--- config.mk ---
export PLATFORM = sky130hd
export DESIGN_NAME = dma_requester
export DESIGN_NICKNAME = d
export VERILOG_FILES = /design/src/rtl/dma_req_pkg.sv /design/src/rtl/dma_req_cursor.sv /design/src/rtl/dma_req_ctrl.sv /design/src/rtl/dma_requester.sv
export SDC_FILE = /design/constraint.sdc
export NUM_CORES = 1
export LEC_CHECK = 0
export BUFFER_PORTS_ARGS = -buffer_cell sky130_fd_sc_hd__buf_2
export CAP_MARGIN = 10
export CORE_UTILIZATION = 40
export DETAILED_ROUTE_END_ITERATION = 8
export PLACE_DENSITY = 0.77
export RECOVER_POWER = 100
export REMOVE_ABC_BUFFERS = 1
export SKIP_CTS_REPAIR_TIMING = 1
export SYNTH_ARGS = -nofsm -noshare
export SYNTH_HDL_FRONTEND = slang
export SYNTH_SLANG_ARGS = --single-unit
export TNS_END_PERCENT = 5
--- constraint.sdc ---
create_clock -name clk -period 2.2 [get_ports clk]
set_clock_uncertainty 0.15 [all_clocks]
set_input_delay 0.44 -clock clk [delete_from_list [all_inputs] [get_ports clk]]
set_output_delay 0.44 -clock clk [all_outputs]
set_load 0.01 [all_outputs]
--- src/rtl/dma_req_pkg.sv ---
package dma_req_pkg;

    typedef enum logic [2:0] {
        ST_IDLE,
        ST_REQ,
        ST_XFER,
        ST_REL,
        ST_DONE
    } dma_state_e;

    typedef struct packed {
        dma_state_e st;
        logic       burst;
    } ctrl_regs_t;

endpackage

--- src/rtl/dma_req_cursor.sv ---
module dma_req_cursor #(
    parameter int ADDR_W = 16,
    parameter int CNT_W  = 8
) (
    input  logic              clk,
    input  logic              rst_n,
    input  logic              load,
    input  logic [ADDR_W-1:0] load_addr,
    input  logic [CNT_W-1:0]  load_count,
    input  logic              step,
    output logic [ADDR_W-1:0] addr,
    output logic              last
);

    localparam logic [CNT_W-1:0] ONE_WORD = CNT_W'(1);

    typedef struct packed {
        logic [ADDR_W-1:0] addr;
        logic [CNT_W-1:0]  remain;
    } cursor_t;

    cursor_t cur_d, cur_q;

    always_comb begin
        cur_d = cur_q;
        if (load) begin
            cur_d.addr   = load_addr;
            cur_d.remain = load_count;
        end else if (step) begin
            cur_d.addr   = cur_q.addr + ADDR_W'(1);
            cur_d.remain = cur_q.remain - ONE_WORD;
        end
    end

    always_ff @(posedge clk) begin
        if (!rst_n) begin
            cur_q <= '0;
        end else begin
            cur_q <= cur_d;
        end
    end

    assign addr = cur_q.addr;
    assign last = (cur_q.remain == ONE_WORD);

endmodule

--- src/rtl/dma_req_ctrl.sv ---
module dma_req_ctrl
    import dma_req_pkg::*;
(
    input  logic clk,
    input  logic rst_n,
    input  logic desc_valid,
    input  logic desc_zero,
    input  logic desc_burst,
    input  logic bus_grant,
    input  logic bus_busy,
    input  logic mem_ready,
    input  logic last_word,
    input  logic irq_ack,
    output logic load,
    output logic step,
    output logic desc_ready,
    output logic bus_req,
    output logic mem_valid,
    output logic irq
);

    ctrl_regs_t r_d, r_q;

    always_comb begin
        r_d  = r_q;
        load = 1'b0;
        step = 1'b0;
        unique case (r_q.st)
            ST_IDLE: begin
                if (desc_valid) begin
                    load     = 1'b1;
                    r_d.burst = desc_burst;
                    r_d.st    = desc_zero ? ST_DONE : ST_REQ;
                end
            end
            ST_REQ: begin
                // steal style waits for an idle bus as well as the grant
                if (bus_grant && (r_q.burst || !bus_busy)) begin
                    r_d.st = ST_XFER;
                end
            end
            ST_XFER: begin
                if (mem_ready) begin
                    step = 1'b1;
                    if (last_word) begin
                        r_d.st = ST_DONE;
                    end else if (r_q.burst) begin
                        r_d.st = bus_grant ? ST_XFER : ST_REQ;
                    end else begin
                        r_d.st = ST_REL;
                    end
                end
            end
            ST_REL: begin
                r_d.st = ST_REQ;
            end
            ST_DONE: begin
                if (irq_ack) begin
                    r_d.st = ST_IDLE;
                end
            end
            default: begin
                r_d.st = ST_IDLE;
            end
        endcase
    end

    always_ff @(posedge clk) begin
        if (!rst_n) begin
            r_q.st    <= ST_IDLE;
            r_q.burst <= 1'b0;
        end else begin
            r_q <= r_d;
        end
    end

    assign desc_ready = (r_q.st == ST_IDLE);
    assign bus_req    = (r_q.st == ST_REQ) || (r_q.st == ST_XFER);
    assign mem_valid  = (r_q.st == ST_XFER);
    assign irq        = (r_q.st == ST_DONE);

endmodule

--- src/rtl/dma_requester.sv ---
module dma_requester #(
    parameter int ADDR_W = 16,
    parameter int DATA_W = 32,
    parameter int CNT_W  = 8
) (
    input  logic              clk,
    input  logic              rst_n,
    input  logic              desc_valid,
    input  logic [ADDR_W-1:0] desc_addr,
    input  logic [CNT_W-1:0]  desc_count,
    input  logic              desc_burst,
    output logic              desc_ready,
    output logic              bus_req,
    input  logic              bus_grant,
    input  logic              bus_busy,
    output logic              mem_valid,
    input  logic              mem_ready,
    output logic [ADDR_W-1:0] mem_addr,
    output logic [DATA_W-1:0] mem_data,
    input  logic [DATA_W-1:0] dev_data,
    output logic              dev_take,
    output logic              irq,
    input  logic              irq_ack
);

    logic load;
    logic step;
    logic last_word;
    logic desc_zero;

    assign desc_zero = (desc_count == '0);

    dma_req_ctrl u_ctrl (
        .clk        (clk),
        .rst_n      (rst_n),
        .desc_valid (desc_valid),
        .desc_zero  (desc_zero),
        .desc_burst (desc_burst),
        .bus_grant  (bus_grant),
        .bus_busy   (bus_busy),
        .mem_ready  (mem_ready),
        .last_word  (last_word),
        .irq_ack    (irq_ack),
        .load       (load),
        .step       (step),
        .desc_ready (desc_ready),
        .bus_req    (bus_req),
        .mem_valid  (mem_valid),
        .irq        (irq)
    );

    dma_req_cursor #(
        .ADDR_W (ADDR_W),
        .CNT_W  (CNT_W)
    ) u_cursor (
        .clk        (clk),
        .rst_n      (rst_n),
        .load       (load),
        .load_addr  (desc_addr),
        .load_count (desc_count),
        .step       (step),
        .addr       (mem_addr),
        .last       (last_word)
    );

    assign mem_data = dev_data;
    assign dev_take = step;

endmodule

==> key figures, run 1 <==
Route
  • Vias: 1980
  • DRC Markers: 0
  • Routed len/inst: 17.5 um
  • Detailed Route WL: 5.94 mm
  • Post-DRT Antenna Nets: 0
  • Pre-Repair DR Iteration Count: 4
  • Via density per instance: 5.82
  • 1st-iter DRT viols: 104

Clock tree
  • CTS clk-pin slew, worst paths: 0.10 ns
  • Clock sink count: 28
  • Clock H-tree levels: 1
  • CTS tree: done
  • Root Buffer: clkbuf_8
  • Worst-case clock buffer depth: 2
  • Worst-skew pair later-pin latency: 0.28 ns
  • CTS Buf Count: 3

Final layout
  • Share of cells above drive strength 1: 20.5%
  • Leading cell type in the layout, fill and taps excluded: buf_2
  • Most frequent cells in the layout: buf_2 (35), dfxtp_1 (27), a21oi_1 (21), clkbuf_1 (21), nand2_1 (16)
  • Reg area: 564 sq um
  • Area growth syn-to-layout: 4.15%
  • Nets: 341
  • ANT cells: 0
  • Fillers: 507
  • Area used by multi-input combinational logic: 1030 sq um

Floorplan
  • Die ar.: 5340 sq um
  • Die height: 73.1 um
  • Starting Density: 42.2%
  • Core area: 4790 sq um
  • Die extent in x: 73.1 um
  • # rows: 25
  • I/O pin cnt: 117

Yosys
  • Synth async-reset ratio: 0%
  • Post-Syn Instances: 264
  • Synth Register Bits: 28
  • Yosys cell types: 45
  • Post-synth EDFFs: 0
  • Yosys warns: 0
  • Sequential area share after synthesis: 27.7%
  • Synthesized area per cell: 7.66 sq um
  • Ys flop type: dfxtp_1
  • Post-synthesis cell area: 2020 sq um

STA
  • Slew margin rel.: 50.8%
  • Tmin final: 2.16 ns
  • Tcrit/Tclk final: 98.4%
  • Setup TNS: 0 ns
  • Finish-stage setup viols: 0
  • Final Hold Fails: 0
  • RSZ-0062 raised after global routing: yes
  • Highest clock rate: 0.462 GHz
  • Slew Viols, Final: 0
  • Actual slew at the worst max-slew pin: 0.735 ns

Setup path
  • Crit path DAT: 2.19 ns
  • Crit-path slowest cell: or4b_4
  • Worst path max stage delay: 0.57 ns
  • Crit path max-delay family: simple AND/OR/NAND/NOR gates
  • Kind of critical path: reg2reg
  • CP Launch Type: flop
  • Crit end category: flop
  • Crit Path Max Fanout: 3
  • R2R setup slack: 0.04 ns
  • WP data required: 2.22 ns
  • Worst path bufs/invs: 0
  • Cells along the critical path: or4_4 -> or4b_4 -> nor3b_4 -> o311a_1

Global route
  • GRT Total Usage: 22.4%
  • Initial antenna violation count: 0
  • Grt ovf: 0
  • Largest net degree at the start of global routing: 26
  • Global-route wire length before repair: 8.99 mm
  • Vias in the first global route: 1778

Place
  • IO Port Bufs: 52
  • Placer Congestion: 0.869
  • Detail Placement HPWL: 4.32 mm

Power and ir drop
  • Leakage: 0.777 nW
  • Cell Pwr Density: 736 nW/um^2
  • Power Total: 0.00155 W
  • VDD IR max: 297 uV

Min path
  • Type of the worst min-delay path: in2reg

Run status
  • Run status: completed

Run
  • Max Cap Viol: 0
-- Yosys cell counts (all sizes together) (3+ instances only) --
library cell  count  area, sq um
and3              4         25.0
nor2             11         41.3
xnor2             3         26.3
nand4             4         25.0
a21oi            21          105
inv               9         33.8
or3               4         25.0
a211oi            3         22.5
nor3             13         65.1
clkbuf           14         52.6
o211ai            4         30.0
nor4             10         62.6
o21ai            11         55.1
nand3            12         60.1
ha                3         37.5
o311ai            4         35.0
a31oi             6         37.5
buf              48          360
nand2            16         60.1
dfxtp            28          561
a32oi             3         26.3
nand2b            3         18.8
-- path summary, 6_finish.rpt --
check | end | depth (start not counted) | from
worst max-delay path | u_ctrl.r_q[2] | 4 | u_cursor.cur_q[3]
worst min-delay path | u_ctrl.r_q[0] | 3 | desc_burst
worst max register to register | u_ctrl.r_q[2] | 4 | u_cursor.cur_q[3]
worst min register to register | u_cursor.cur_q[4] | 2 | u_cursor.cur_q[4]
-- registers in the layout, indices dropped and copies added, names as in the netlist --
register	flops
u_ctrl.r_q	4
u_cursor.cur_q	8
u_cursor.addr	16
-- power by group --
group / internal [W] / total [W] / switching (W) / leakage [nW]
clock: 0.000161 / 0.000331 / 0.000170 / 0.0288
sequential: 0.000581 / 0.000664 / 0.0000828 / 0.231
combinational: 0.000238 / 0.000554 / 0.000317 / 0.517
total: 0.000979 / 0.00155 / 0.000570 / 0.777
-- routing by layer --
layer | part of all wire (%) | GRT usage [%] | vias up
li1 | - | - | 940
met1 | 44 | 29.7 | 910
met2 | 41 | 29.8 | 121
met3 | 15 | 14.4 | 9
met4 | 0.98 | 4.14 | 0
met5 | 0 | 5.05 | -
-- cell families (layout without fill, tap and decap cells) --
| logic type | after synthesis | count (layout) | share of synthesized area, % |
|---|---|---|---|
| multiplexers | 1 | 1 | 0.495 |
| XOR/XNOR | 3 | 3 | 1.30 |
| buffers and inverters | 71 | 80 | 22.1 |
| AND/OR/NAND/NOR | 94 | 94 | 26.1 |
| adder cells (fa/ha/maj) | 3 | 3 | 1.86 |
| flip-flops | 28 | 28 | 27.7 |
| AO/OA/AOI/OAI | 64 | 64 | 20.5 |
-- stage by stage --
stage | hold WS, ns | setup slack, ns | cells | area, sq um | utilization, %
4_1_cts | 0.248 | 0.0460 | 337 | 2100 | 44.0
5_1_grt | 0.242 | -0.0176 | 340 | 2110 | 44.0
2_1_floorplan | 0.304 | -1.22 | 202 | 1610 | -
6_report | 0.246 | 0.0351 | 340 | 2110 | 44.0
3_5_place_dp | 0.325 | 0.0595 | 333 | 2050 | 42.8
3_3_place_gp | 0.324 | 0.0892 | 333 | 2050 | 42.8
-- cell type report --
type | count | area share (%)
clock buffers | 4 | 2.61
inverters | 9 | 1.60
multi-input cells | 165 | 49.0
flip-flops and latches | 28 | 26.8
well taps | 67 | 3.98
repair buffers | 67 | 16.0
-- tightest hold or removal path, delay by kind of cell --
family | cells | cell delay (ns)
and+or+nand+nor | 1 | 0.05
AOI/OAI and AO/OA | 1 | 0.05
buffers and inverters | 1 | 0.10
(Power assumes the default switching activity.)
==> run 2: changes to the inputs <==
ABC_AREA = 1   (was not set)
CORE_UTILIZATION = 41   (was 40)
==> key figures, run 2 <==
Clock tree
  • Worst-skew pair later-pin latency: 0.28 ns (about the same)
  • Root Buffer: clkbuf_8
  • CTS tree: done
  • Clock sink count: 28 (unchanged)
  • CTS Buf Count: 3 (unchanged)
  • CTS clk-pin slew, worst paths: 0.10 ns (about the same)
  • Clock H-tree levels: 1 (unchanged)
  • Worst-case clock buffer depth: 2 (unchanged)

Min path
  • Number of stages on the worst hold path: 3 (unchanged)
  • Worst hold path endpoint: u_cursor.cur_q[2]
  • Type of the worst min-delay path: in2reg
  • Worst hold start: desc_count[2]

Floorplan
  • # rows: 26 (+4.0%)
  • Die ar.: 5760 sq um (+7.7%)
  • Die height: 75.9 um (+3.8%)
  • Die extent in x: 75.9 um (+3.8%)
  • Starting Density: 43.3% (+1.0 points)
  • I/O pin cnt: 117 (unchanged)
  • Core area: 5170 sq um (+8.1%)

Place
  • Area after DPL: 2210 sq um (+8.0%)
  • Detail Placement HPWL: 4.77 mm (+10%)
  • IO Port Bufs: 52 (unchanged)
  • Placer Congestion: 0.868 (about the same)

Setup path
  • R2R setup slack: 0.35 ns (+0.31 ns)
  • Worst R2R Path Depth: 8 (+4)
  • Kind of critical path: reg2out
  • WP data required: 1.61 ns (-0.61 ns)
  • R2r endpoint: u_ctrl.r_q[1]
  • CP Launch Type: flop
  • Worst reg2reg startpoint: u_ctrl.r_q[2]
  • Crit end category: primary output
  • Crit path DAT: 1.29 ns (-0.90 ns)
  • Crit Path Max Fanout: 5 (+2)

Global route
  • GRT Total Usage: 21.6% (-0.84 points)
  • Vias in the first global route: 1849 (+4.0%)
  • Initial antenna violation count: 0 (unchanged)
  • Global-route wire length before repair: 8.97 mm (-0.22%)
  • Grt ovf: 0 (unchanged)
  • Largest net degree at the start of global routing: 16 (-38%)

Route
  • Detailed Route WL: 6.01 mm (+1.2%)
  • Routed len/inst: 14.3 um (-18%)
  • Post-DRT Antenna Nets: 0 (unchanged)
  • DRC Markers: 0 (unchanged)
  • 1st-iter DRT viols: 105 (+0.96%)
  • Via density per instance: 5.00 (-14%)
  • Vias: 2105 (+6.3%)
  • Pre-Repair DR Iteration Count: 4 (unchanged)

Final layout
  • Area growth syn-to-layout: -0.895%
  • ANT cells: 0 (unchanged)
  • Leading cell type in the layout, fill and taps excluded: nand2_1
  • Nets: 419 (+23%)
  • Layout Utilization: 42.9% (-1.1 points)
  • Max reg flops: 16 (unchanged)
  • Fillers: 550 (+8.5%)
  • Final Cell Area: 2220 sq um (+5.3%)
  • Most frequent cells in the layout: nand2_1 (85), inv_1 (45), buf_2 (32)
  • Share of cells above drive strength 1: 16.2% (-4.3 points)

STA
  • Slew margin rel.: 66.9% (+16 points)
  • Finish-stage setup viols: 0 (unchanged)
  • Tmin final: 1.88 ns (-0.287 ns)
  • Actual slew at the worst max-slew pin: 0.496 ns (-0.239 ns)
  • WHS: 0.284 ns (+0.0388 ns)
  • Setup TNS: 0 ns (unchanged)
  • Final Hold Fails: 0 (unchanged)
  • Highest clock rate: 0.533 GHz (+15%)
  • Slew Viols, Final: 0 (unchanged)
  • RSZ-0062 raised after global routing: no
  • Tcrit/Tclk final: 85.4% (-13 points)

Yosys
  • Post-synthesis cell area: 2240 sq um (+11%)
  • Synth Register Bits: 28 (unchanged)
  • Main area contributors after synthesis: dfxtp_1 (25%), buf_4 (17%), nand2_1 (14%), inv_1 (7.2%), nand3_1 (6.3%)
  • Yosys warns: 0 (unchanged)
  • Ys flop type: dfxtp_1
  • Post-Syn Instances: 346 (+31%)
  • Cell with the most instances after synthesis: nand2_1
  • Commonest cells in the netlist: nand2_1 (85), buf_4 (50), inv_1 (43)
  • Top cell type's share of synthesized area: 25.1% (-2.7 points)
  • Post-synth EDFFs: 0 (unchanged)
  • Synth async-reset ratio: 0% (unchanged)
  • Post-synth top area cell: dfxtp_1
  • Synthesized area per cell: 6.47 sq um (-16%)
  • Sequential area share after synthesis: 25.1% (-2.7 points)
  • Yosys cell types: 31 (-31%)

Power and ir drop
  • Leakage: 0.989 nW (+27%)
  • VDD IR max: 409 uV (+38%)
  • Cell Pwr Density: 988 nW/um^2 (+34%)

Run status
  • Run status: completed

Run
  • Max Cap Viol: 0 (unchanged)
==> run 2: worst max-delay path by stage <==
stage | startpoint | to | cells past startpoint
2_1_floorplan | u_ctrl.r_q[2] | u_cursor.addr[7] | 5
3_3_place_gp | u_ctrl.r_q[2] | u_cursor.addr[4] | 10
3_5_place_dp | u_ctrl.r_q[2] | u_cursor.addr[4] | 10
4_1_cts | u_ctrl.r_q[2] | dev_take | 3
5_1_grt | u_ctrl.r_q[2] | u_ctrl.r_q[1] | 8
6_report | u_ctrl.r_q[2] | desc_ready | 4
==> run 2: cell type report <==
class / count / area, sq um / share of cell area (%)
flip-flops and latches: 28 / 561 / 25.3
inverters: 48 / 180 / 8.13
multi-input cells: 214 / 1060 / 48.0
clock buffers: 4 / 55.1 / 2.48
well taps: 70 / 87.6 / 3.95
repair buffers: 57 / 269 / 12.1
==> run 2: worst max-delay path, stage by stage, from the launching register on <==
cell      delay (ns)
dfxtp_1         0.38
nor2_1          0.22
nand2_2         0.09
inv_1           0.14
clkbuf_1        0.18
==> run 2: layer usage <==
| layer | vias up | share of wire, % | GRT usage (%) |
|---|---|---|---|
| li1 | 1053 | - | - |
| met5 | - | 0 | 4.63 |
| met3 | 7 | 11 | 10.8 |
| met1 | 950 | 49 | 28.5 |
| met2 | 95 | 40 | 30.1 |
| met4 | 0 | 1.0 | 6.17 |
==> run 2: power breakdown <==
group          total [W]  leakage, nW  internal [W]  switching (W)
registers       0.000766        0.230      0.000634       0.000132
clock network   0.000330       0.0288      0.000161       0.000169
logic            0.00109        0.730      0.000381       0.000714
total            0.00219        0.989       0.00118        0.00101
==> run 2: cell families (layout without fill, tap and decap cells) <==
kind of cell    Yosys count  in the layout  synth area share (%)
simple gates            155            155                  30.4
buf+inv                 104            109                  26.3
compound gates           49             49                  13.8
flops                    28             28                  25.1
xor+xnor                  7              7                  2.74
fa+ha+maj                 3              3                  1.68
==> run 2: per-stage QoR <==
step | std cells | setup slack, ns | power, W
finish | 421 | 0.322 | 0.00219
detailed placement | 417 | 0.505 | 0.00193
floorplan | 290 | 0.545 | 0.00156
global route | 421 | 0.212 | 0.00237
CTS | 421 | 0.398 | 0.00226
global placement | 417 | 0.558 | 0.00190
